### src/rtl/burst_seq_pkg.sv
package burst_seq_pkg;

    localparam int BEAT_W = 2;
    localparam int BEATS  = 1 << BEAT_W;

    typedef logic [BEAT_W-1:0] beat_t;

    typedef enum logic {
        ORD_LINEAR      = 1'b0,
        ORD_INTERLEAVED = 1'b1
    } order_e;

    typedef struct packed {
        beat_t start;
        beat_t count;
    } burst_pos_t;

    function automatic beat_t map_beat(order_e ord, beat_t start, beat_t n);
        beat_t r;
        if (ord == ORD_LINEAR) r = start + n;
        else                   r = start ^ n;
        return r;
    endfunction

    function automatic logic is_final(beat_t n);
        return n == beat_t'(BEATS - 1);
    endfunction

endpackage

### src/rtl/burst_pos_reg.sv
module burst_pos_reg
    import burst_seq_pkg::*;
(
    input  logic       clk,
    input  logic       rst,
    input  logic       load_i,
    input  beat_t      start_i,
    input  logic       step_i,
    output burst_pos_t pos_o
);
    burst_pos_t pos_q;

    always_ff @(posedge clk) begin
        if (rst) begin
            pos_q <= '0;
        end else if (load_i) begin
            pos_q.start <= start_i;
            pos_q.count <= '0;
        end else if (step_i) begin
            pos_q.count <= pos_q.count + beat_t'(1);
        end
    end

    assign pos_o = pos_q;
endmodule

### src/rtl/burst_order_map.sv
module burst_order_map
    import burst_seq_pkg::*;
(
    input  order_e     order_i,
    input  burst_pos_t pos_i,
    output beat_t      ofs_o,
    output logic       last_o
);
    always_comb begin
        ofs_o  = map_beat(order_i, pos_i.start, pos_i.count);
        last_o = is_final(pos_i.count);
    end
endmodule

### src/rtl/upper_addr_reg.sv
module upper_addr_reg #(
    parameter int UP_W = 14
) (
    input  logic            clk,
    input  logic            rst,
    input  logic            load_i,
    input  logic [UP_W-1:0] d_i,
    output logic [UP_W-1:0] q_o
);
    logic [UP_W-1:0] q;

    always_ff @(posedge clk) begin
        if (rst)         q <= '0;
        else if (load_i) q <= d_i;
    end

    assign q_o = q;
endmodule

### src/rtl/burst_seq_gen.sv
module burst_seq_gen
    import burst_seq_pkg::*;
#(
    parameter int ADDR_W = 16
) (
    input  logic              clk,
    input  logic              rst,
    input  logic              load_i,
    input  logic [ADDR_W-1:0] load_addr_i,
    input  logic              step_i,
    input  logic              order_sel_i,
    output logic [ADDR_W-1:0] addr_o,
    output logic [1:0]        offset_o,
    output logic              last_o
);
    localparam int UP_W = ADDR_W - BEAT_W;

    burst_pos_t      pos;
    beat_t           ofs;
    logic            fin;
    logic [UP_W-1:0] upper;
    order_e          ord;

    assign ord = order_e'(order_sel_i);

    burst_pos_reg pos_i (
        .clk     (clk),
        .rst     (rst),
        .load_i  (load_i),
        .start_i (load_addr_i[BEAT_W-1:0]),
        .step_i  (step_i),
        .pos_o   (pos)
    );

    burst_order_map map_i (
        .order_i (ord),
        .pos_i   (pos),
        .ofs_o   (ofs),
        .last_o  (fin)
    );

    upper_addr_reg #(.UP_W(UP_W)) up_i (
        .clk    (clk),
        .rst    (rst),
        .load_i (load_i),
        .d_i    (load_addr_i[ADDR_W-1:BEAT_W]),
        .q_o    (upper)
    );

    assign addr_o   = {upper, ofs};
    assign offset_o = ofs;
    assign last_o   = fin;
endmodule

### config.mk
export PLATFORM = sky130hd
export DESIGN_NAME = burst_seq_gen
export DESIGN_NICKNAME = d
export VERILOG_FILES = /design/src/rtl/burst_seq_pkg.sv /design/src/rtl/burst_pos_reg.sv /design/src/rtl/burst_order_map.sv /design/src/rtl/upper_addr_reg.sv /design/src/rtl/burst_seq_gen.sv
export SDC_FILE = /design/constraint.sdc
export NUM_CORES = 1
export LEC_CHECK = 0
export ABC_CLOCK_PERIOD_IN_PS = 1200
export BUFFER_PORTS_ARGS = -buffer_cell sky130_fd_sc_hd__buf_2
export CAP_MARGIN = 5
export CORE_MARGIN = 1.5
export CORE_UTILIZATION = 44
export CTS_BUF_LIST = sky130_fd_sc_hd__clkbuf_4 sky130_fd_sc_hd__clkbuf_8
export CTS_CLUSTER_SIZE = 16
export DETAILED_ROUTE_END_ITERATION = 6
export PLACE_DENSITY = 0.8
export SYNTH_ARGS = -nofsm -noshare
export SYNTH_HDL_FRONTEND = slang
export SYNTH_SLANG_ARGS = --single-unit
### constraint.sdc
create_clock -name clk -period 1.2 [get_ports clk]
set_input_delay 0.12 -clock clk [delete_from_list [all_inputs] [get_ports clk]]
set_output_delay 0.12 -clock clk [all_outputs]
set_load 0.1 [all_outputs]
==> results of run 1 <==
registers in the layout (all words and copies together), names as in the netlist:
| name | cells |
|---|---|
| pos_i.pos_o | 4 |
| up_i.q_o | 14 |
worst paths after layout:
check | end | slack, ns | depth (start not counted)
min | up_i.q_o[4] | 0.07 | 3
max reg2reg | pos_i.pos_o[1] | 0.18 | 4
max | offset_o[1] | -0.24 | 3
min reg2reg | up_i.q_o[6] | 0.49 | 2
synthesized netlist by cell type:
library cell / instances / area share
buf_12: 1 / 0.028
buf_2: 2 / 0.014
buf_4: 2 / 0.021
buf_6: 1 / 0.016
clkbuf_1: 1 / 0.0052
dfxtp_1: 18 / 0.50
ha_1: 2 / 0.035
mux2i_1: 17 / 0.24
nor2_1: 16 / 0.084
nor2b_1: 1 / 0.0087
nor3_1: 2 / 0.014
xnor2_1: 3 / 0.037
power by group through the flow:
| stage | registers [mW] | logic (mW) | clock network [mW] |
|---|---|---|---|
| after detailed placement | 0.669 | 0.517 | 0 |
| after global placement | 0.666 | 0.512 | 0 |
| after floorplan | 0.870 | 0.232 | 0 |
| after global routing | 0.663 | 0.548 | 0.379 |
| final | 0.658 | 0.528 | 0.352 |
| after CTS | 0.657 | 0.527 | 0.365 |
final cells by class:
class,count,area (sq um),share of cell area
timing repair buffer,40,280.3,0.2611
multi-input combinational,41,356.6,0.3322
sequential,18,380.4,0.3543
clock buffer,4,36.28,0.03380
tap,16,20.02,0.01865
routing by layer:
layer,up-vias,global-route usage,wire length (microns)
met5,-,0,0
met4,0,0.03636,0
met1,268,0.1968,583
li1,287,-,-
met3,0,0.01667,67
met2,23,0.2746,791
metrics by stage:
step / area [sq um] / setup WS [ns] / setup TNS [ns]
floorplan: 800.8 / -0.4216 / -0.6330
global placement: 996.0 / 0.04149 / 0
detailed placement: 996.0 / 0.01923 / 0
CTS: 1061 / -0.2355 / -0.5476
global route: 1074 / -0.2868 / -0.7242
finish: 1074 / -0.2422 / -0.5260
cell usage in the layout, fill, tap and decap left out:
cell	netlist	layout
nor2b_4	0	1
xnor2_2	0	1
buf_12	1	5
dfxtp_2	0	16
ha_4	0	2
xnor2_4	0	1
dfxtp_1	18	2
nor3_1	2	2
buf_2	2	33
clkbuf_4	0	4
xnor2_1	3	1
buf_4	2	1
nor2_1	16	16
mux2i_1	17	17
clkbuf_8	0	1
kinds of logic after synthesis:
logic type / synth area share
flops: 0.5017
simple gates: 0.1063
xor+xnor: 0.03659
buf+inv: 0.08361
fa+ha+maj: 0.03484
mux: 0.2369
timing repair:
item,CTS,global route
endpoints found under the hold margin,0,0
setup endpoints to repair,4,6
setup buffers,1,0
pin swaps,1,0
resized for setup,4,2
critical path, delay by kind of cell (launching register included):
kind	cells	cell delay, ns
xor gates and xnor gates	2	0.46
DFF	1	0.38
buffers and inverters	1	0.21
==> summary.txt, run 1 <==
Global route
  • Global-route usage over all layers: 0.1529
  • First-pass GRT wire length: 2201 microns
  • Initial antenna violation count: 0
  • GRT overflow: 0
  • Pin count of the biggest net entering global routing: 19
  • Vias in the first global route: 522

Clocking
  • Root Driver: clkbuf_4
  • # hold bufs at CTS: 0
  • Clock latency on the worst-skew pair: 0.28 ns
  • CTS tree: yes
  • Clock slew seen by the registers of the worst setup and hold paths: 0.10 ns
  • H-tree depth: 1
  • TritonCTS Sinks: 18
  • Cts bufs inserted: 3
  • Worst-case clock buffer depth: 2

Timing
  • Slew margin rel.: 0.6739
  • Pins Over Slew Limit: 0
  • RSZ-0062 raised after global routing: true
  • Hold Fails Final Rpt: 0
  • Shortest period the worst path allows: 1.442 ns
  • Worst Tran Pin Value: 0.4891 ns
  • Final period util: 1.202
  • Final hold slack: 0.07258 ns
  • Setup ws final: -0.2422 ns
  • Fin Clk Skew: 0.003509 ns
  • Highest Clock Rate: 0.6934 GHz
  • Final setup fails: 5

Cells and area
  • Fill cells: 116
  • Ant diodes: 0
  • Nets@finish: 127
  • Layout cells sized above 1: 0.6311
  • Area grow syn2layout: 49.48%
  • Non-Filler Instances: 119
  • Layout Utilization: 0.7044

Worst setup path
  • Critical path startpoint category: flip-flop
  • CP Class: flip-flop to output pin
  • Reg2reg start: pos_i.pos_o[0]
  • Critical path required time: 1.08 ns
  • Crit-path cells: xnor2_2 -> xnor2_4 -> buf_12
  • CP endpoint kind: output pin
  • Critical-path top delay cell: dfxtp_1
  • Worst path max stage delay: 0.38 ns
  • CP arrival: 1.32 ns
  • CP Launch Point: pos_i.pos_o[1]
  • Max FO, Critical Path: 3

Die
  • # rows: 14
  • I/O pin total: 40
  • Die area: 1884 sq um
  • Die width: 43.40 microns
  • Core area: 1524 sq um
  • Die outline height: 43.40 microns
  • Initial Util: 0.4713

Drt
  • WL final: 1442 microns
  • Routed WL per cell: 12.12 microns
  • Vias per inst: 4.857
  • Antenna-violating nets left: 0
  • Detailed router's first-iteration violation count: 3
  • Via count: 578
  • Drt drc: 0
  • DR pass1 iterations: 3

Power and ir drop
  • Power, Total: 1.538 mW
  • Max rail drop VDD: 0.0008469 V
  • Switching Share: 0.3708
  • Net Sw Power: 0.5702 mW
  • P_int: 0.9678 mW
  • Combinational Power Share: 0.343
  • Clk pwr share: 0.229
  • Sequential power share: 0.428
  • Pleak: 0.5362 nW
  • Power density cells: 1433 nW/um^2

Run status
  • Status: complete, but fails checks
  • Failing checks: setup timing

Placement
  • Post-Place Cells: 114
  • Port bufs: 39
  • Placer Congestion: 0.6357
  • Detailed Place HPWL: 1038 microns

Logic synthesis
  • Synthesized netlist cell count: 66
  • Cell Area, Synth: 718.2 sq um
  • #FFs+latches synth: 18
  • Syn avg cell area: 10.88 sq um
  • Sequential fraction of the synthesis area: 0.5017
  • Distinct cells, synth: 12
  • Yosys Warn Count: 0
  • Syn_nets: 89

Min path
  • Hold Crit Class: input port to flip-flop
  • Hold_sp: load_addr_i[6]

Job
  • Max Cap Viol: 0
Note: power is estimated with default switching activity, not from simulation.
==> inputs of run 2 (changes only) <==
--- a/config.mk
+++ b/config.mk
@@ -13,7 +13,8 @@
 export CTS_BUF_LIST = sky130_fd_sc_hd__clkbuf_4 sky130_fd_sc_hd__clkbuf_8
 export CTS_CLUSTER_SIZE = 16
 export DETAILED_ROUTE_END_ITERATION = 6
-export PLACE_DENSITY = 0.8
+export PLACE_DENSITY = 0.79
 export SYNTH_ARGS = -nofsm -noshare
 export SYNTH_HDL_FRONTEND = slang
+export SYNTH_HIERARCHICAL = 1
 export SYNTH_SLANG_ARGS = --single-unit
==> summary.txt, run 2 <==
Clocking
  • Clock latency on the worst-skew pair: 0.28 ns (about the same)
  • Cts bufs inserted: 3 (unchanged)
  • Root Driver: clkbuf_4 (unchanged)
  • Worst-case clock buffer depth: 2 (unchanged)
  • Clock slew seen by the registers of the worst setup and hold paths: 0.09 ns (was 0.10 ns)
  • TritonCTS Sinks: 18 (unchanged)
  • CTS tree: yes (unchanged)
  • H-tree depth: 1 (unchanged)
  • Setup Fix Bufs, Post-CTS: 0 (was 1)

Logic synthesis
  • Ys async rst share: 0 (unchanged)
  • Synthesized netlist cell count: 66 (unchanged)
  • Post-synth top area share: 0.4991 (was 0.5017)
  • #FFs+latches synth: 18 (unchanged)
  • Distinct cells, synth: 15 (was 12)
  • Syn avg cell area: 10.94 sq um (was 10.88 sq um)
  • Yosys Warn Count: 6 (was 0)
  • Number of enable flip-flop cells after synthesis: 0 (unchanged)
  • Syn_nets: 88 (was 89)
  • Largest cells by area after synthesis: dfxtp_1, mux2i_1, nor2_1, xnor2_1, buf_12 (was dfxtp_1, mux2i_1, nor2_1, xnor2_1, ha_1)
  • Post-synth top area cell: dfxtp_1 (unchanged)
  • Post-synth top cells: dfxtp_1, mux2i_1, nor2_1, xnor2_1 (unchanged)
  • Sequential fraction of the synthesis area: 0.4991 (was 0.5017)
  • Dominant synthesized flop cell: dfxtp_1 (unchanged)
  • Cell Area, Synth: 721.9 sq um (was 718.2 sq um)
  • Leading cell type by number of instances after synthesis: dfxtp_1 (unchanged)

Worst setup path
  • Critical-path top delay cell: dfxtp_2 (was dfxtp_1)
  • Critical path required time: 1.08 ns (about the same)
  • CP arrival: 1.31 ns (was 1.32 ns)
  • CP Launch Point: pos_i/pos_o[2] (was pos_i.pos_o[1])
  • CP Class: flip-flop to output pin (unchanged)
  • CP endpoint kind: output pin (unchanged)
  • Crit-path cells: ha_4 -> nor2b_4 -> xnor2_4 -> buf_12 (was xnor2_2 -> xnor2_4 -> buf_12)
  • Critical path startpoint category: flip-flop (unchanged)
  • Reg2reg start: pos_i/pos_o[0] (was pos_i.pos_o[0])
  • Max FO, Critical Path: 2 (was 3)
  • Worst path max stage delay: 0.34 ns (was 0.38 ns)

Global route
  • Pin count of the biggest net entering global routing: 19 (unchanged)
  • Vias in the first global route: 540 (was 522)
  • GRT overflow: 0 (unchanged)
  • First-pass GRT wire length: 2283 microns (was 2201 microns)
  • Global-route usage over all layers: 0.1693 (was 0.1529)
  • Initial antenna violation count: 0 (unchanged)

Die
  • Die width: 43.51 microns (was 43.40 microns)
  • # rows: 14 (unchanged)
  • Initial Util: 0.4737 (was 0.4713)
  • Core area: 1524 sq um (unchanged)
  • Die outline height: 43.51 microns (was 43.40 microns)
  • I/O pin total: 40 (unchanged)
  • Die area: 1893 sq um (was 1884 sq um)

Cells and area
  • Layout cells sized above 1: 0.6538 (was 0.6311)
  • Non-Filler Instances: 120 (was 119)
  • Commonest non-fill, non-tap cells in the layout: buf_2, dfxtp_2, mux2i_1, nor2_1, buf_12 (was buf_2, mux2i_1, nor2_1, dfxtp_2, buf_12)
  • Most common cell after layout, fill and taps aside: buf_2 (unchanged)
  • Nets@finish: 128 (was 127)
  • Layout Utilization: 0.7110 (was 0.7044)
  • Ant diodes: 0 (unchanged)
  • Max reg flops: 14 (unchanged)
  • Area grow syn2layout: 50.09% (was 49.48%)

Timing
  • Final period util: 1.196 (was 1.202)
  • Shortest period the worst path allows: 1.435 ns (was 1.442 ns)
  • Final setup fails: 4 (was 5)
  • Fin Clk Skew: 0.0003805 ns (was 0.003509 ns)
  • Hold Fails Final Rpt: 0 (unchanged)
  • Setup TNS: -0.4900 ns (was -0.5260 ns)
  • RSZ-0062 raised after global routing: true (unchanged)
  • Setup ws final: -0.2349 ns (was -0.2422 ns)
  • Slew margin rel.: 0.6750 (was 0.6739)
  • Worst Tran Pin Value: 0.4909 ns (was 0.4891 ns)
  • Pins Over Slew Limit: 0 (unchanged)
  • Highest Clock Rate: 0.6969 GHz (was 0.6934 GHz)

Run status
  • Status: complete, but fails checks (unchanged)
  • Failing checks: setup timing (unchanged)

Drt
  • DR pass1 iterations: 4 (was 3)
  • Via count: 582 (was 578)
  • Drt drc: 0 (unchanged)
  • Vias per inst: 4.850 (was 4.857)
  • Detailed router's first-iteration violation count: 5 (was 3)
  • Antenna-violating nets left: 0 (unchanged)
  • WL final: 1432 microns (was 1442 microns)
  • Routed WL per cell: 11.93 microns (was 12.12 microns)

Power and ir drop
  • Power density cells: 1359 nW/um^2 (was 1433 nW/um^2)
  • Max rail drop VDD: 0.0008457 V (was 0.0008469 V)
  • Pleak: 0.5349 nW (was 0.5362 nW)

Placement
  • Placer Congestion: 0.6551 (was 0.6357)
  • Port bufs: 39 (unchanged)
  • Post-Place Cells: 117 (was 114)

Job
  • Max Cap Viol: 0 (unchanged)

Min path
  • Hold_sp: load_addr_i[8] (was load_addr_i[6])
  • Hold Crit Class: input port to flip-flop (unchanged)
==> run 2: worst paths after layout <==
check / end / slack [ns] / cells after the start
setup / recovery: offset_o[1] / -0.23 / 4
hold / removal: up_i/q_o[6] / 0.07 / 3
setup reg to reg: pos_i/pos_o[1] / 0.27 / 3
hold reg to reg: up_i/q_o[13] / 0.49 / 2
==> run 2: final cells by class <==
cell class | count | area [sq um]
Tap cell | 16 | 20.02
Fill cell | 120 | 440.4
Timing Repair Buffer | 41 | 302.8
Clock buffer | 3 | 22.52
Multi-Input combinational cell | 42 | 355.3
Sequential cell | 18 | 382.9
==> run 2: report_power, final <==
| group | switching, mW | total [mW] | internal [mW] |
|---|---|---|---|
| sequential | 0.0190 | 0.657 | 0.638 |
| combinational | 0.382 | 0.534 | 0.152 |
| clock | 0.165 | 0.281 | 0.116 |
==> run 2: repair_timing <==
action | CTS | global route
pin swaps | 1 | 1
gates resized for setup | 4 | 4
hold buffers | 0 | 0
setup endpoints to repair | 5 | 7
==> run 2: stage by stage <==
stage | power [mW] | hold slack [ns] | instance area (sq um) | worst slack, ns
2_1_floorplan | 1.095 | 0.1846 | 804.5 | -0.4312
3_3_place_gp | 1.188 | 0.3518 | 1033 | 0.01241
3_5_place_dp | 1.196 | 0.3600 | 1033 | 0.002513
4_1_cts | 1.485 | 0.06025 | 1076 | -0.2546
5_1_grt | 1.540 | 0.06684 | 1084 | -0.3002
6_report | 1.472 | 0.06612 | 1084 | -0.2349
==> run 2: per-layer routing <==
layer  routed length (microns)  vias to the layer above  global-route usage
met5                         0                        -                   0
met4                        17                        0              0.1091
met3                        54                        2             0.03750
met2                       786                       16              0.3015
met1                       573                      273              0.1777
li1                          -                      291                   -
==> run 2: critical path: cells and delay by family, from the launching register on <==
kind | cells | cell delay (ns)
adder cells (fa/ha/maj) | 1 | 0.15
XOR/XNOR | 1 | 0.20
flip-flops | 1 | 0.34
AND/OR/NAND/NOR | 1 | 0.13
buffers and inverters | 1 | 0.21
==> run 2: cell families after synthesis <==
| logic type | after synthesis | synth area share |
|---|---|---|
| adders and majority gates | 1 | 0.01733 |
| muxes | 16 | 0.2218 |
| xor gates and xnor gates | 3 | 0.03640 |
| and+or+nand+nor | 20 | 0.1196 |
| AOI/OAI and AO/OA | 2 | 0.03119 |
| DFF | 18 | 0.4991 |
| buffers and inverters | 6 | 0.07452 |
